===== src/rtl/cla_lookahead_pkg.sv =====
package cla_lookahead_pkg;

   // Internal evaluation form of the carry and group networks.
   typedef enum logic [0:0] {
      CLA_FORM_SOP   = 1'b0,   // flat two-level product terms
      CLA_FORM_CHAIN = 1'b1    // chained evaluation, fewer gates, deeper
   } cla_form_e;

   localparam int unsigned CLA_MIN_SLICES = 2;
   localparam int unsigned CLA_MAX_SLICES = 8;

   // Group result in true (active-high) polarity.
   typedef struct packed {
      logic prop;
      logic gen;
   } cla_group_t;

endpackage


===== src/rtl/cla_polarity.sv =====
// Polarity converter between active-low pins and true-logic internals.
module cla_polarity #(
   parameter int unsigned WIDTH  = 4,
   parameter bit          INVERT = 1'b1
) (
   input  logic [WIDTH-1:0] sig_i,
   output logic [WIDTH-1:0] sig_o
);

   initial begin
      if (WIDTH < 1) $error("cla_polarity: WIDTH must be at least 1");
   end

   generate
      if (INVERT) begin : g_inv
         assign sig_o = ~sig_i;
      end else begin : g_pass
         assign sig_o = sig_i;
      end
   endgenerate

endmodule


===== src/rtl/cla_carry_net.sv =====
// Anticipated carries into slices 1..N-1, evaluated in true logic.
module cla_carry_net
   import cla_lookahead_pkg::*;
#(
   parameter int unsigned NUM_SLICES = 4,
   parameter cla_form_e   FORM       = CLA_FORM_SOP,
   localparam int unsigned NC        = NUM_SLICES - 1
) (
   input  logic [NUM_SLICES-1:0] prop,
   input  logic [NUM_SLICES-1:0] gen,
   input  logic                  cin,
   output logic [NC-1:0]         carry
);

   initial begin
      if (NUM_SLICES < CLA_MIN_SLICES || NUM_SLICES > CLA_MAX_SLICES)
         $error("cla_carry_net: NUM_SLICES out of range");
   end

   generate
      if (FORM == CLA_FORM_SOP) begin : g_sop
         // Each carry is an OR of generate terms masked by the propagates
         // above them, plus the carry input masked by every propagate.
         always_comb begin
            logic acc;
            logic span;
            carry = '0;
            for (int k = 0; k < int'(NC); k++) begin
               acc  = 1'b0;
               span = 1'b1;
               for (int j = k; j >= 0; j--) begin
                  acc  = acc | (gen[j] & span);
                  span = span & prop[j];
               end
               carry[k] = acc | (span & cin);
            end
         end
      end else begin : g_chain
         logic [NC:0] link;
         assign link[0] = cin;
         for (genvar k = 0; k < int'(NC); k++) begin : g_link
            assign link[k+1] = gen[k] | (prop[k] & link[k]);
         end
         assign carry = link[NC:1];
      end
   endgenerate

   // a fully transparent column passes the carry input to every carry
   always_comb begin
      if (&prop && !(|gen))
         p_transparent_r8: assert final (carry == {NC{cin}})
            else $error("carry net: transparent column does not pass carry_in");
   end

   // generate in slice 0 forces the first carry high
   always_comb begin
      if (gen[0])
         p_gen0_forces_r2: assert final (carry[0])
            else $error("carry net: slice 0 generate lost");
   end

endmodule


===== src/rtl/cla_group_term.sv =====
// Group propagate and generate for the next lookahead level, true logic.
module cla_group_term
   import cla_lookahead_pkg::*;
#(
   parameter int unsigned NUM_SLICES = 4,
   parameter cla_form_e   FORM       = CLA_FORM_SOP
) (
   input  logic [NUM_SLICES-1:0] prop,
   input  logic [NUM_SLICES-1:0] gen,
   output cla_group_t            grp
);

   initial begin
      if (NUM_SLICES < CLA_MIN_SLICES || NUM_SLICES > CLA_MAX_SLICES)
         $error("cla_group_term: NUM_SLICES out of range");
   end

   assign grp.prop = &prop;

   generate
      if (FORM == CLA_FORM_SOP) begin : g_sop
         always_comb begin
            logic acc;
            logic span;
            acc  = 1'b0;
            span = 1'b1;
            for (int j = int'(NUM_SLICES) - 1; j >= 0; j--) begin
               acc  = acc | (gen[j] & span);
               span = span & prop[j];
            end
            grp.gen = acc;
         end
      end else begin : g_chain
         logic [NUM_SLICES:0] link;
         assign link[0] = 1'b0;
         for (genvar k = 0; k < int'(NUM_SLICES); k++) begin : g_link
            assign link[k+1] = gen[k] | (prop[k] & link[k]);
         end
         assign grp.gen = link[NUM_SLICES];
      end
   endgenerate

   // top slice generating makes the group generate
   always_comb begin
      if (gen[NUM_SLICES-1])
         p_top_gen_r5: assert final (grp.gen)
            else $error("group term: top generate lost");
   end

endmodule


===== src/rtl/cla_inv_lookahead.sv =====
// Mixed-polarity carry lookahead generator: active-low slice and group
// terms, active-high carries.
module cla_inv_lookahead
   import cla_lookahead_pkg::*;
#(
   parameter int unsigned NUM_SLICES = 4,
   parameter cla_form_e   FORM       = CLA_FORM_SOP,
   localparam int unsigned NC        = NUM_SLICES - 1
) (
   input  logic [NUM_SLICES-1:0] slice_prop_n,
   input  logic [NUM_SLICES-1:0] slice_gen_n,
   input  logic                  carry_in,
   output logic [NC-1:0]         carry_fwd,
   output logic                  grp_prop_n,
   output logic                  grp_gen_n
);

   initial begin
      if (NUM_SLICES < CLA_MIN_SLICES || NUM_SLICES > CLA_MAX_SLICES)
         $error("cla_inv_lookahead: NUM_SLICES out of range");
   end

   logic [NUM_SLICES-1:0] prop_t;
   logic [NUM_SLICES-1:0] gen_t;
   cla_group_t            grp_t;
   logic [1:0]            grp_n;

   // convert active-low slice terms to true logic at entry
   cla_polarity #(.WIDTH(NUM_SLICES), .INVERT(1'b1)) u_prop_in (
      .sig_i (slice_prop_n),
      .sig_o (prop_t)
   );

   cla_polarity #(.WIDTH(NUM_SLICES), .INVERT(1'b1)) u_gen_in (
      .sig_i (slice_gen_n),
      .sig_o (gen_t)
   );

   cla_carry_net #(.NUM_SLICES(NUM_SLICES), .FORM(FORM)) u_carry (
      .prop  (prop_t),
      .gen   (gen_t),
      .cin   (carry_in),
      .carry (carry_fwd)
   );

   cla_group_term #(.NUM_SLICES(NUM_SLICES), .FORM(FORM)) u_group (
      .prop (prop_t),
      .gen  (gen_t),
      .grp  (grp_t)
   );

   // Group terms leave in active-low form
   cla_polarity #(.WIDTH(2), .INVERT(1'b1)) u_grp_out (
      .sig_i ({grp_t.prop, grp_t.gen}),
      .sig_o (grp_n)
   );

   assign grp_prop_n = grp_n[1];
   assign grp_gen_n  = grp_n[0];

   // any inactive slice propagate blocks the group propagate
   always_comb begin
      if (|slice_prop_n)
         p_grp_prop_blocked_r6: assert final (grp_prop_n)
            else $error("group propagate active with a blocking slice");
      else
         p_grp_prop_all_r6: assert final (!grp_prop_n)
            else $error("group propagate inactive with all slices propagating");
   end

   // a slice that neither propagates nor generates kills its carry
   always_comb begin
      for (int k = 0; k < int'(NC); k++) begin
         if (slice_prop_n[k] && slice_gen_n[k])
            p_slice_kill_r1: assert final (!carry_fwd[k])
               else $error("carry out of a killing slice is high");
      end
   end

   // any slice that generates forces the carry above it high
   always_comb begin
      for (int k = 0; k < int'(NC); k++) begin
         if (!slice_gen_n[k])
            p_gen_forces_r3_r4: assert final (carry_fwd[k])
               else $error("generating slice gives low carry");
      end
   end

endmodule


===== config.mk =====
export PLATFORM = sky130hd
export DESIGN_NAME = cla_inv_lookahead
export DESIGN_NICKNAME = d
export VERILOG_FILES = /design/src/rtl/cla_lookahead_pkg.sv /design/src/rtl/cla_polarity.sv /design/src/rtl/cla_carry_net.sv /design/src/rtl/cla_group_term.sv /design/src/rtl/cla_inv_lookahead.sv
export SDC_FILE = /design/constraint.sdc
export NUM_CORES = 1
export LEC_CHECK = 0
export CAP_MARGIN = 20
export CORE_AREA = 2 2 39 41
export DETAILED_ROUTE_END_ITERATION = 10
export DIE_AREA = 0 0 41 43
export DONT_BUFFER_PORTS = 1
export SYNTH_ARGS = -nofsm -noshare
export SYNTH_HDL_FRONTEND = slang
export SYNTH_SLANG_ARGS = --single-unit

===== constraint.sdc =====
create_clock -name vclk -period 0.9
set_clock_uncertainty 0.05 [all_clocks]
set_input_delay 0.225 -clock vclk [all_inputs]
set_output_delay 0.225 -clock vclk [all_outputs]
set_load 0.01 [all_outputs]

Word-level counts from Yosys, hierarchy flattened:

Cells that the tools add are included.
W data, S select, Z words.

* word-level logic and storage cells: 27
* register bits after elaboration: 0
* input bits: 9

* reductions and logical operators: 1
* bitwise logic cells: 26

Operator list (count)
* $and A1 B1 Y1: 14
* $or A1 B1 Y1: 9
* $not A4 Y4: 2
* $reduce_and A4 Y1: 1
* $not A2 Y2: 1

Longest topological paths before layout:

Gate-level depths: netlist of the first run.

* depth in word-level cells: 6
* gate-level depth with buffers: 3

Hierarchy:

A second synthesis of the first run with hierarchy kept.

* cell total of the unflattened synthesis: 21
* area total of the unflattened synthesis: 102.6 um^2

By module, submodules not included
* cla_group_term: cells each 7, area an instance 33.8 um^2, times used 1, sequential area each 0.0 um^2
* cla_carry_net: cells each 4, area an instance 31.3 um^2, times used 1, sequential area each 0.0 um^2
* cla_polarity (u_gen_in ...): cells each 4, area an instance 15.0 um^2, times used 2, sequential area each 0.0 um^2
* cla_polarity (u_grp_out): cells each 2, area an instance 7.5 um^2, times used 1, sequential area each 0.0 um^2

Least setup slack after synthesis of the first run:

OpenSTA, ideal clock, no wires.

* path kind: input-to-output
* from: input carry_in
* to: output carry_fwd[1]
* data required time: 0.625 ns
* arrival: 0.713 ns
* setup slack: -0.088 ns
* stages: 3
* path buffers: 0
* cell sequence: inv_1 > o21a_1 > o21ai_0

* longest elaborated chain between the ends: 2

Ends and longest elaborated chain
* start, declared: line cla_inv_lookahead.sv:12 `input logic carry_in,`
* $and A1 B1 Y1: line cla_carry_net.sv:35 `carry[k] = acc | (span & cin);`
* $or A1 B1 Y1: line cla_carry_net.sv:35
* end, declared: line cla_inv_lookahead.sv:13 `output logic [NC-1:0] carry_fwd,`

Every way passes these cells.

Worst setup path after layout of the first run:

* from: input slice_prop_n[0]
* to: output carry_fwd[2]

* longest elaborated chain between the ends: 4

Ends and longest elaborated chain
* start, declared: line cla_inv_lookahead.sv:10 `input logic [NUM_SLICES-1:0] slice_prop_n,`
* $not A4 Y4: line cla_polarity.sv:16 `assign sig_o = ~sig_i;`
* $and A1 B1 Y1: line cla_carry_net.sv:33 `span = span & prop[j];`
* $and A1 B1 Y1: line cla_carry_net.sv:35
* $or A1 B1 Y1: line cla_carry_net.sv:35

Every way passes these cells.

==> impl_metrics.env, run 1 <==
export IMPL_status="complete, but fails checks"
export IMPL_violations="setup timing"
export IMPL_cpMaxStageDelayCell="o21a_4"
export IMPL_core_area_um2=1384
export IMPL_hold_class="primary input to output pin"
export IMPL_die_x_um=41
export IMPL_rows=14
export IMPL_cp_arrival_ns=0.65
export IMPL_nClkBuffers=0
export IMPL_placed_area_um2=95.09
export IMPL_grt_remaining_overflow=0
export IMPL_peakVddDrop_mv=0.02695
export IMPL_grtUsageMet2_pct=4.688
export IMPL_vias=96
export IMPL_syn_nets=21
export IMPL_initial_utilization_pct=4.792
export IMPL_multi_input_area_um2=78.83
export IMPL_critPathMaxStageDelay_ns=0.21
export IMPL_grt_pass1_wl_um=227
export IMPL_fmax_ghz=1.081
export IMPL_area_growth_pct=86.79
export IMPL_drive_gt1_share_pct=46.15
export IMPL_nets=24
export IMPL_fin_area_um2=123.9
export IMPL_drtIter0Drc=0
export IMPL_synth_avg_cell_area_um2=5.526
export IMPL_finalNonFillerCells=29
export IMPL_tightest_slew_ns=0.2500
export IMPL_p_per_area_nw_per_um2=384.8
export IMPL_gr_max_usage_layer="met2"
export IMPL_path_cells="o21a_4 > o31ai_4"
export IMPL_path_class="primary input to output pin"
export IMPL_drc=0
export IMPL_syn_inst=12
export IMPL_grt_pass1_vias=76
export IMPL_hold_viol=0
export IMPL_grt_use_met3_pct=0
export IMPL_synth_area_um2=66.31
export IMPL_rsz0062_at_grt="yes"
export IMPL_antenna_found_initial=0
export IMPL_diodes=0
export IMPL_max_cap_violations=0
export IMPL_grt_max_degree=5
export IMPL_final_util_pct=8.951
export IMPL_gp_congestion=0.4182
export IMPL_met1_usage_pct=0.6329
export IMPL_cp_max_fo=3
export IMPL_dp_hpwl_um=204.8
export IMPL_seq_cell_count=0
export IMPL_placed_cells=28
export IMPL_period_share_pct=102.8
export IMPL_start_kind="primary input"
export IMPL_slew_headroom_pct=83.38
export IMPL_final_min_clock_period_ns=0.9248
export IMPL_setup_violations=2
export IMPL_grt_util_all_layers_pct=1.698
export IMPL_vias_per_cell=3.310
export IMPL_worst_hold_slack_ns=0.4513
export IMPL_path_delay_family="compound AO/OA/AOI/OAI gates"
export IMPL_ant_nets=0
export IMPL_routed_wl_um=206
export IMPL_fillers=156
export IMPL_die_area_um2=1763
export IMPL_ys_warn_count=0
export IMPL_end_kind="output pin"
export IMPL_yosysUniqueCellTypes=7
export IMPL_pre_cts_slack_ns=-0.09707
export IMPL_p_leak_nw=0.03481
export IMPL_required_ns=0.62
export IMPL_finalWorstSetupSlack_ns=-0.02482
export IMPL_ios=14
export IMPL_dr_pass1_iters=1
export IMPL_die_y_um=43
export IMPL_post_drt_wl_per_cell_um=7.103
export IMPL_portBuffers=0
export IMPL_ys_seq_area_share_pct=0
export IMPL_cp_num_buf_inv=0
export IMPL_regArea_um2=0
export IMPL_slew_viol_final=0
-- cell usage in the layout, fill, tap and decap left out --
master	n
a21oi_1	1
buf_4	1
inv_4	1
inv_8	1
nand2_1	1
nor2_1	2
o21a_1	1
o21a_4	1
o21ai_0	2
o21ai_2	1
o31ai_4	1
-- final timing paths --
check	cells past startpoint	slack, ns	from	end
max	2	-0.02	slice_prop_n[0]	carry_fwd[2]
min	1	0.45	slice_gen_n[1]	carry_fwd[1]
-- power breakdown --
group          switching [mW]  total [mW]  leakage, nW  internal [mW]
Combinational          0.0244      0.0477       0.0348         0.0233
Clock                       0           0            0              0
Sequential                  0           0            0              0
Total                  0.0244      0.0477       0.0348         0.0233
-- cells by family (layout without fill, tap and decap cells) --
kind of cell,Yosys count,in the layout,share of synthesized area (%)
simple gates,3,3,16.98
buf+inv,2,3,11.32
compound gates,7,7,71.67
-- cell usage after synthesis --
| cell type | n | share of area, % |
|---|---|---|
| o31ai_2 | 1 | 19 |
| inv_1 | 2 | 11 |
| a21oi_1 | 1 | 7.5 |
| nand2_1 | 1 | 5.7 |
| o21a_1 | 2 | 23 |
| o21ai_0 | 3 | 23 |
| nor2_1 | 2 | 11 |
-- area by class of cell --
type / count / area share, %
multi-input combinational: 10 / 63.64
inverter: 2 / 14.14
timing repair buffer: 1 / 6.061
tap: 16 / 16.16
-- stage by stage --
step	setup TNS, ns	power [mW]
6_report	-0.02854	0.04766
5_1_grt	-0.07300	0.05499
3_5_place_dp	-0.1860	0.03571
3_3_place_gp	-0.1604	0.03570
4_1_cts	-0.1171	0.04907
2_1_floorplan	-0.06318	0.03186
-- timing repair --
action / in CTS / in global routing
setup endpoints to repair: 2 / 3
hold endpoints to repair: 0 / 0
resized for setup: 9 / 0
setup buffers: 1 / 0
pin swaps: 2 / 2
hold buffers: 0 / 0
-- metal layers --
layer	up-vias	wire length, um	share of wire (%)
met1	40	61	30
li1	44	-	-
met2	12	109	53
met3	0	35	17
met4	0	0	0
met5	-	0	0
Power figures use the tool's default switching activity.
==> run 2, diff against run 1 <==
--- a/config.mk
+++ b/config.mk
@@ -7,3 +7,2 @@
 export LEC_CHECK = 0
-export CAP_MARGIN = 20
 export CORE_AREA = 2 2 39 41
@@ -12,2 +11,3 @@
 export DONT_BUFFER_PORTS = 1
+export SLEW_MARGIN = 20
 export SYNTH_ARGS = -nofsm -noshare
==> constraint.sdc (replaced) <==
create_clock -name vclk -period 0.9
set_clock_uncertainty 0.05 [all_clocks]
set_input_delay 0.135 -clock vclk [all_inputs]
set_output_delay 0.135 -clock vclk [all_outputs]
set_load 0.01 [all_outputs]
==> run 2 against run 1 <==
Against the previous run: the flow now finishes without violations; non-clock buffer count unchanged; sequential share of layout area unchanged; maximum frequency increased by 9.6%; cell count unchanged; core utilization decreased by 2.2 points; die area unchanged; total power decreased by 23%; worst hold slack got worse by 0.16 ns; via count increased by 2.1%; count of clock-buffer cells in the layout unchanged.
==> impl_metrics.env, run 2 (same netlist as run 1, synthesis figures left out) <==
export IMPL_grt_util_all_layers_pct=3.596
export IMPL_p_per_area_nw_per_um2=392.2
export IMPL_cp_arrival_ns=0.66
export IMPL_hold_viol=0
export IMPL_cp_max_fo=3
export IMPL_dr_pass1_iters=1
export IMPL_combPwrFrac_pct=100.0
export IMPL_setup_worst_path_start="carry_in"
export IMPL_p_seq_share_pct=0
export IMPL_ant_nets=0
export IMPL_drc=0
export IMPL_p_clk_share_pct=0
export IMPL_grt_pass1_wl_um=448
export IMPL_portBuffers=0
export IMPL_ios=14
export IMPL_nets=24
export IMPL_grt_remaining_overflow=0
export IMPL_vias=98
export IMPL_final_min_clock_period_ns=0.8436
export IMPL_layout_common_cells="2 x o21ai_0, 2 x nor2_1, 2 x inv_1, 2 x o21a_1"
export IMPL_vias_per_cell=3.379
export IMPL_grt_pass1_vias=115
export IMPL_rows=14
export IMPL_setup_violations=0
export IMPL_grt_max_degree=5
export IMPL_fmax_ghz=1.185
export IMPL_fin_area_um2=93.84
export IMPL_post_drt_wl_per_cell_um=10.45
export IMPL_path_cells="inv_1 > o21a_1 > o21ai_1 > buf_4"
export IMPL_internal_power_mw=0.01481
export IMPL_dp_hpwl_um=291.9
export IMPL_path_class="primary input to output pin"
export IMPL_max_cap_violations=0
export IMPL_hold_class="primary input to output pin"
export IMPL_gp_congestion=0.5836
export IMPL_period_share_pct=93.73
export IMPL_end_kind="output pin"
export IMPL_tightest_slew_ns=0.3051
export IMPL_antenna_found_initial=0
export IMPL_crit_end="carry_fwd[1]"
export IMPL_power_switching_mw=0.02200
export IMPL_die_y_um=43
export IMPL_start_kind="primary input"
export IMPL_nClkBuffers=0
export IMPL_routed_wl_um=303
export IMPL_cpMaxStageDelayCell="o21a_1"
export IMPL_status="finished clean"
export IMPL_area_growth_pct=41.51
export IMPL_seq_cell_count=0
export IMPL_die_x_um=41
export IMPL_tns_ns=0
export IMPL_initial_utilization_pct=4.792
export IMPL_core_area_um2=1384
export IMPL_p_leak_nw=0.03001
export IMPL_diodes=0
export IMPL_swShare_pct=59.76
export IMPL_fillers=165
export IMPL_drtIter0Drc=0
export IMPL_rsz0062_at_grt="no"
export IMPL_required_ns=0.71
export IMPL_slew_headroom_pct=79.54
export IMPL_die_area_um2=1763
export IMPL_regArea_um2=0
export IMPL_drive_gt1_share_pct=15.38
export IMPL_peakVddDrop_mv=0.05635
export IMPL_critPathMaxStageDelay_ns=0.20
export IMPL_placed_area_um2=93.84
export IMPL_slew_viol_final=0
## run 2: power by group through the flow
stage                     sequential, mW  clock, mW  combinational (mW)
final                                  0          0              0.0368
after global routing                   0          0              0.0417
after CTS                              0          0              0.0371
after detailed placement               0          0              0.0368
after global placement                 0          0              0.0363
after floorplan                        0          0              0.0274
## run 2: area by class of cell
class / instances / area [um2] / share of cell area, %
repair buffers: 1 / 7.507 / 8.000
well taps: 16 / 20.02 / 21.33
inverters: 2 / 7.507 / 8.000
multi-input cells: 10 / 58.81 / 62.67
## run 2: critical path: cells and delay by family
kind                   cells  cell delay [ns]
buffers and inverters      2             0.17
AO/OA/AOI/OAI              2             0.36
## run 2: worst min-delay path by stage
| stage | from | endpoint | slack (ns) | cells after the start |
|---|---|---|---|---|
| after floorplan | slice_prop_n[2] | carry_fwd[2] | 0.28 | 1 |
| after global placement | slice_prop_n[2] | carry_fwd[2] | 0.29 | 1 |
| after detailed placement | slice_prop_n[2] | carry_fwd[2] | 0.29 | 1 |
| after CTS | slice_prop_n[2] | carry_fwd[2] | 0.29 | 1 |
| after global routing | slice_prop_n[2] | carry_fwd[2] | 0.30 | 1 |
| final | slice_prop_n[2] | carry_fwd[2] | 0.29 | 1 |
## run 2: what timing repair did
item | 4_1_cts | 5_1_grt
endpoints found under the hold margin | 0 | 0
gates resized for setup | 0 | 1
hold buffers | 0 | 0
setup buffers | 0 | 0
setup endpoints to repair | 0 | 1
## run 2: metal layers
layer / vias up / track usage, % / wire (um)
met3: 0 / 3.141 / 83
li1: 44 / - / -
met1: 39 / 5.380 / 155
met5: - / 0 / 0
met2: 15 / 4.063 / 65
met4: 0 / 0 / 0
## run 2: stage by stage
stage                     hold WS [ns]  util, %  worst slack (ns)  instances  power, mW
after global placement          0.2876    6.781           0.06791         29    0.03625
after global routing            0.2950    6.781           0.01364         29    0.04170
final                           0.2872    6.781           0.05643         29    0.03681
after CTS                       0.2886    6.781           0.01329         29    0.03706
after floorplan                 0.2820        -           0.09211         12    0.02744
after detailed placement        0.2886    6.781           0.02553         29    0.03681
==> run 3, diff against run 2 <==
Settings changed: GPL_TIMING_DRIVEN set to 1.
==> results of run 3 <==
Same layout as run 2: the final DEF is identical, and so are final timing and power.
